File: config.mk
export PLATFORM = sky130hd
export DESIGN_NAME = vcfg_unit
export DESIGN_NICKNAME = d
export VERILOG_FILES = /design/src/rtl/vcfg_pkg.sv /design/src/rtl/vcfg_legal_check.sv /design/src/rtl/vcfg_vlmax_calc.sv /design/src/rtl/vcfg_unit.sv
export SDC_FILE = /design/constraint.sdc
export NUM_CORES = 1
export LEC_CHECK = 0
export ABC_CLOCK_PERIOD_IN_PS = 9430
export BUFFER_PORTS_ARGS = -buffer_cell sky130_fd_sc_hd__buf_2
export CAP_MARGIN = 30
export CORE_ASPECT_RATIO = 1.5
export CORE_MARGIN = 1.5
export CORE_UTILIZATION = 51
export DETAILED_ROUTE_END_ITERATION = 6
export PLACE_DENSITY = 0.86
export SKIP_CTS_REPAIR_TIMING = 1
export SLEW_MARGIN = 10
export SYNTH_ARGS = -nofsm -noshare
export SYNTH_HDL_FRONTEND = slang
export SYNTH_HIERARCHICAL = 1
export SYNTH_SLANG_ARGS = --single-unit
export TNS_END_PERCENT = 50
File: constraint.sdc
create_clock -name clk -period 9.43 [get_ports clk]
set_clock_uncertainty 0.15 [all_clocks]
set_input_delay 1.4145 -clock clk [delete_from_list [all_inputs] [get_ports clk]]
set_output_delay 1.4145 -clock clk [all_outputs]
set_load 0.02 [all_outputs]
File: src/rtl/vcfg_pkg.sv
package vcfg_pkg;
  // Type word field positions (decoded by the legality check and VLMAX logic)
  localparam int LMUL_LSB  = 0;
  localparam int LMUL_W    = 3;
  localparam int SEW_LSB   = 3;
  localparam int SEW_W     = 3;
  localparam int DIV_LSB   = 6;
  localparam int DIV_W     = 2;
  localparam int RSV_LSB   = 8;

  typedef struct packed {
    logic [LMUL_W-1:0] lmul;
    logic [SEW_W-1:0]  sew;
    logic [DIV_W-1:0]  div;
  } vcfg_fields_t;

  function automatic vcfg_fields_t unpack_fields(input logic [RSV_LSB-1:0] low);
    vcfg_fields_t f;
    f.lmul = low[LMUL_LSB +: LMUL_W];
    f.sew  = low[SEW_LSB  +: SEW_W];
    f.div  = low[DIV_LSB  +: DIV_W];
    return f;
  endfunction
endpackage

File: src/rtl/vcfg_legal_check.sv
module vcfg_legal_check
  import vcfg_pkg::*;
#(
  parameter int XLEN = 32,
  parameter int ELEN = 64
) (
  input  logic [XLEN-1:0] vtype,
  output logic            illegal
);
  localparam int RSV_W = XLEN - 1 - RSV_LSB;

  vcfg_fields_t f;
  logic         rsv_bad;
  logic         width_bad;
  logic         frac_bad;

  assign f = unpack_fields(vtype[RSV_LSB-1:0]);

  generate
    if (RSV_W > 0) begin : g_rsv
      assign rsv_bad = |vtype[XLEN-2:RSV_LSB];
    end else begin : g_no_rsv
      assign rsv_bad = 1'b0;
    end
  endgenerate

  always_comb begin
    logic [31:0] sew_bits;
    logic [31:0] frac_cap;
    sew_bits  = 32'd8 << f.sew;
    width_bad = sew_bits > 32'(ELEN);
    frac_cap  = 32'(ELEN) >> (4'd8 - {1'b0, f.lmul});
    frac_bad  = 1'b0;
    if (f.lmul[2]) begin
      if (f.lmul == 3'd4) frac_bad = 1'b1;
      else if (frac_cap < sew_bits) frac_bad = 1'b1;
    end
  end

  assign illegal = width_bad | frac_bad | rsv_bad | (f.div != '0) | vtype[XLEN-1];
endmodule

File: src/rtl/vcfg_vlmax_calc.sv
module vcfg_vlmax_calc
  import vcfg_pkg::*;
#(
  parameter int VLEN = 128,
  parameter int VLW  = 11
) (
  input  logic [LMUL_W-1:0] lmul,
  input  logic [SEW_W-1:0]  sew,
  output logic [VLW-1:0]    vlmax
);
  always_comb begin
    logic [31:0] scaled;
    logic [4:0]  down;
    if (!lmul[2]) begin
      scaled = 32'(VLEN) << lmul;
      down   = 5'd3 + {2'b0, sew};
    end else begin
      scaled = 32'(VLEN);
      down   = 5'd3 + {2'b0, sew} + (5'd8 - {2'b0, lmul});
    end
    scaled = scaled >> down;
    vlmax  = scaled[VLW-1:0];
  end
endmodule

File: src/rtl/vcfg_unit.sv
module vcfg_unit
  import vcfg_pkg::*;
#(
  parameter int XLEN = 32,
  parameter int VLEN = 128,
  parameter int ELEN = 64,
  localparam int VLW = $clog2(VLEN * 8) + 1
) (
  input  logic            clk,
  input  logic            rst,
  input  logic            cfg_valid,
  input  logic [XLEN-1:0] avl_in,
  input  logic            rd_is_zero,
  input  logic            rs1_is_zero,
  input  logic [XLEN-1:0] vtype_in,
  output logic [VLW-1:0]  vl_out,
  output logic [XLEN-1:0] vtype_out,
  output logic [XLEN-1:0] rd_wdata
);
  localparam logic [XLEN-1:0] ILL_ONLY = {1'b1, {(XLEN-1){1'b0}}};

  logic           illegal;
  logic [VLW-1:0] vlmax;
  logic [VLW-1:0] vl_next;
  logic [XLEN-1:0] vlmax_wide;
  vcfg_fields_t   f;

  assign f = unpack_fields(vtype_in[RSV_LSB-1:0]);

  vcfg_legal_check #(.XLEN(XLEN), .ELEN(ELEN)) u_legal (
    .vtype   (vtype_in),
    .illegal (illegal)
  );

  vcfg_vlmax_calc #(.VLEN(VLEN), .VLW(VLW)) u_vlmax (
    .lmul  (f.lmul),
    .sew   (f.sew),
    .vlmax (vlmax)
  );

  assign vlmax_wide = {{(XLEN-VLW){1'b0}}, vlmax};

  always_comb begin
    if (illegal) begin
      vl_next = '0;
    end else if (rs1_is_zero && rd_is_zero) begin
      vl_next = (vl_out < vlmax) ? vl_out : vlmax;
    end else if (rs1_is_zero) begin
      vl_next = vlmax;
    end else begin
      vl_next = (avl_in < vlmax_wide) ? avl_in[VLW-1:0] : vlmax;
    end
  end

  always_ff @(posedge clk) begin
    if (rst) begin
      vl_out    <= '0;
      vtype_out <= ILL_ONLY;
      rd_wdata  <= '0;
    end else if (cfg_valid) begin
      vl_out    <= vl_next;
      vtype_out <= illegal ? ILL_ONLY : vtype_in;
      rd_wdata  <= {{(XLEN-VLW){1'b0}}, vl_next};
    end
  end
endmodule

==> impl_results.md <==
- Status: finished, final reports clean
- CP Capture Type: register
- Slew HR: 56.1%
- Yosys reg bits: 43
- Initial antenna violation count: 0
- CP top delay family: adder cells
- # rows: 34
- Hold Crit Start: rd_wdata[0]
- Post-synth EDFFs: 0
- Inst Count DP: 559
- Fillers: 517
- PD cells: 114 nW/um2
- Dpl hpwl: 6360 um
- Metal-1 WL: 3120 um
- Layout cell share with drive strength beyond 1: between 20% and 30%
- Pin count of the biggest net entering global routing: 36
- First-pass DRT Iterations: 4
- Reg-to-Reg Start: rd_wdata[6]
- RR Endpoint: rd_wdata[3]
- Vias in the first global route: 2980
- Vias/cell: 5.45
- Hold Path Class: register to register
- Drt drc: 0
- Slowest-stage cell, CP: fa_1
- Longest Clk Path Bufs: 2
- CORE AREA: 5870 um2
- Die Wd: 67.3 um
- Max Cap Viol: 0
- Fin nets: between 500 and 600
- Mean Syn Cell Area: 8.10 um2
- Clock latency on the worst-skew pair: 290 ps
- CTS Buf Count: 5
- I/O Buffers: 122
- Period utilization: 64.5%
- Area Growth Syn to Fin: 18.1%
- Unrepaired setup endpoints after global routing: no
- Dominant synthesized flop cell: dfxtp_1
- Die Height: 99.4 um
- Synth Area in Compound Gates: 17.4%
- Crit path DAT: about 6100 ps
- Min-Delay Endpoint: rd_wdata[0]
- IO Pins: 144
- Critical Path RT: 9460 ps
- Largest family of logic cells by synthesized area: simple AND/OR/NAND/NOR gates
- Hold Crit Depth: 1
- Ys async rst share: 0%
- DR top layer: met4
- Die Area: 6690 um2
- Antenna Nets Post-Route: 0
- CP Cell Sequence: buf_2 > inv_1 > ha_1 > xor2_1 > inv_1 > ha_1 > fa_1 > xor2_1 > mux2_4 > a21o_1 > nor3b_1 > inv_1 > ha_1 > nand2_1 > nor3_1 > nand2_1 > o21ai_1 > buf_4 > mux2i_1 > o2bb2ai_1
- Final min period: between 6000 and 7000 ps
- CP Class: primary input to register
- DRT iter0 DRCs: 103
- Xor and xnor area share after synthesis: 1.11%
- Mux cell area share after synthesis: under 10%
- Max H-tree Level: 2
- Worst IR Drop VDD: ~70 uV
- Final GP Congestion: 0.903
- Via count: 3090
- CTS sink count: 43
- Biggest cell delay along the critical path: 460 ps
- Fin cells: 567
- Startpoint types: primary input
- Setup TNS: 0 ps
- Post-Syn Area: 3160 um2
- Total GRT Usage: 24.2%
- ANT cells: 0
- Flop2flop setup slack: 7070 ps
- Global route total overflow: 0
- Warnings, synthesis: 6
- Post-Synth Simple-Gate Area: approximately a quarter
- Sequential share of the synthesized area: a little over a quarter
- Pins Over Slew Limit: 0
- Crit-path max FO: 15
- Leakage: about 1.8 nW
- Met2 routed WL: 4130 um
- Synthesized instance count: about 400
- Max Clk Rate: 164 MHz
- Yosys cell types: 57
- Final hold slack: 353 ps
- Final WL: about 8000 um
- Final setup viols: 0
- Worst slew pin tran: 658 ps
- Count of final hold-check violations: 0
- Met3 Wirelength: 470 um
- Routed WL per cell: 14.1 um
- First-pass GRT wire length: 12900 um
- Clock transition at path regs: 90 ps
- Clk Tree Root Cell: clkbuf_8
- Post-Synth Adder-Cell Area: between 10% and 20%
- Buf/Inv on CP: 5
- Initial Util: 53.8%
- CTS tree: yes
- R2R cell count: 7
-- sequential cells by signal, indices dropped and copies added (netlist names) --
signal,cells
rd_wdata,11
vtype_out,32
-- per-layer routing --
metal / global-route usage (%) / up-vias
met2: 43.2 / 128
met4: 11.6 / 0
met3: 3.96 / 22
met5: 0 / -
li1: - / 1531
met1: 26.9 / 1409
-- per-stage QoR --
step | setup slack (ps) | util (%) | total power [W] | cell area (um2)
4_1_cts | 3390 | 63.6 | 0.000427 | 3730
3_3_place_gp | 3170 | 61.9 | 0.000296 | 3640
3_5_place_dp | 3090 | 61.9 | 0.000300 | 3640
5_1_grt | 3030 | 63.6 | 0.000448 | 3730
2_1_floorplan | 3870 | - | 0.000273 | 3230
6_report | 3350 | 63.6 | 0.000424 | 3730
-- how the worst max path moves through the flow --
stage               slack [ps]  depth (start not counted)     endpoint   startpoint
CTS                       3390                         20  rd_wdata[3]  vtype_in[3]
global route              3030                         19  rd_wdata[6]  vtype_in[3]
detailed placement        3090                         20  rd_wdata[3]  vtype_in[3]
global placement          3170                         20  rd_wdata[2]  vtype_in[3]
finish                    3350                         20  rd_wdata[3]  vtype_in[3]
floorplan                 3870                         20  rd_wdata[0]  vtype_in[3]
-- layout make-up --
| class | instances | area, um2 | share of cell area, % |
|---|---|---|---|
| Sequential cell | 43 | 861 | 23.1 |
| Clock inverter | 3 | 26.3 | 0.704 |
| Clock buffer | 5 | 68.8 | 1.84 |
| Multi-Input combinational cell | 300 | 1980 | 53.2 |
| Timing Repair Buffer | 124 | 626 | 16.8 |
| Tap cell | 72 | 90.1 | 2.41 |
| Inverter | 20 | 75.1 | 2.01 |
-- where the power goes --
part	switching (W)	leakage, nW	internal (W)	total [W]
sequential	0.000000580	0.346	0.000182	0.000182
combinational	0.0000706	1.44	0.0000445	0.000115
clock	0.0000722	0.0491	0.0000546	0.000127
total	0.000143	1.84	0.000281	0.000424
-- Yosys cell counts, drive strengths merged, types with 2 or more instances --
cell	number	area, um2
and3	3	18.8
o21ai	8	40.0
nor2	45	176
a31oi	2	12.5
nand2b	3	18.8
dfxtp	43	861
nor2b	33	206
or3	2	12.5
o31ai	2	20.0
nor4	12	75.1
o21a	2	15.0
nand2	17	63.8
clkbuf	11	41.3
buf	36	275
nand4	4	25.0
nand3b	3	22.5
xnor2	2	17.5
o2bb2ai	11	96.3
a21o	3	22.5
nand3	6	30.0
ha	31	388
inv	20	75.1
or3b	3	26.3
mux2i	11	110
nor3b	4	30.0
a21oi	40	200
a211oi	2	20.0
nor3	8	40.0
xor2	2	17.5
-- cells by family after synthesis --
family                   after synthesis
AO/OA/AOI/OAI                         84
other                                  1
adder cells (fa/ha/maj)               32
multiplexers                          12
AND/OR/NAND/NOR                      147
buffers and inverters                 67
flip-flops                            43
XOR/XNOR                               4
-- cell usage in the layout, fill, tap and decap left out, types with 3 or more instances in the layout --
cell,n
conb_1,21
nor3b_1,4
o21ai_0,7
and3_1,3
nand2b_1,3
a21o_1,3
dfxtp_1,43
ha_1,31
o2bb2ai_1,11
nor3_1,8
nor4_1,12
nand4_1,4
inv_1,20
nor2_1,44
buf_2,122
a21oi_1,40
clkbuf_8,5
nor2b_1,32
mux2i_1,11
nand2_1,17
nand3_1,6
nand3b_1,3
No activity file was read; power rests on OpenSTA's default activity.
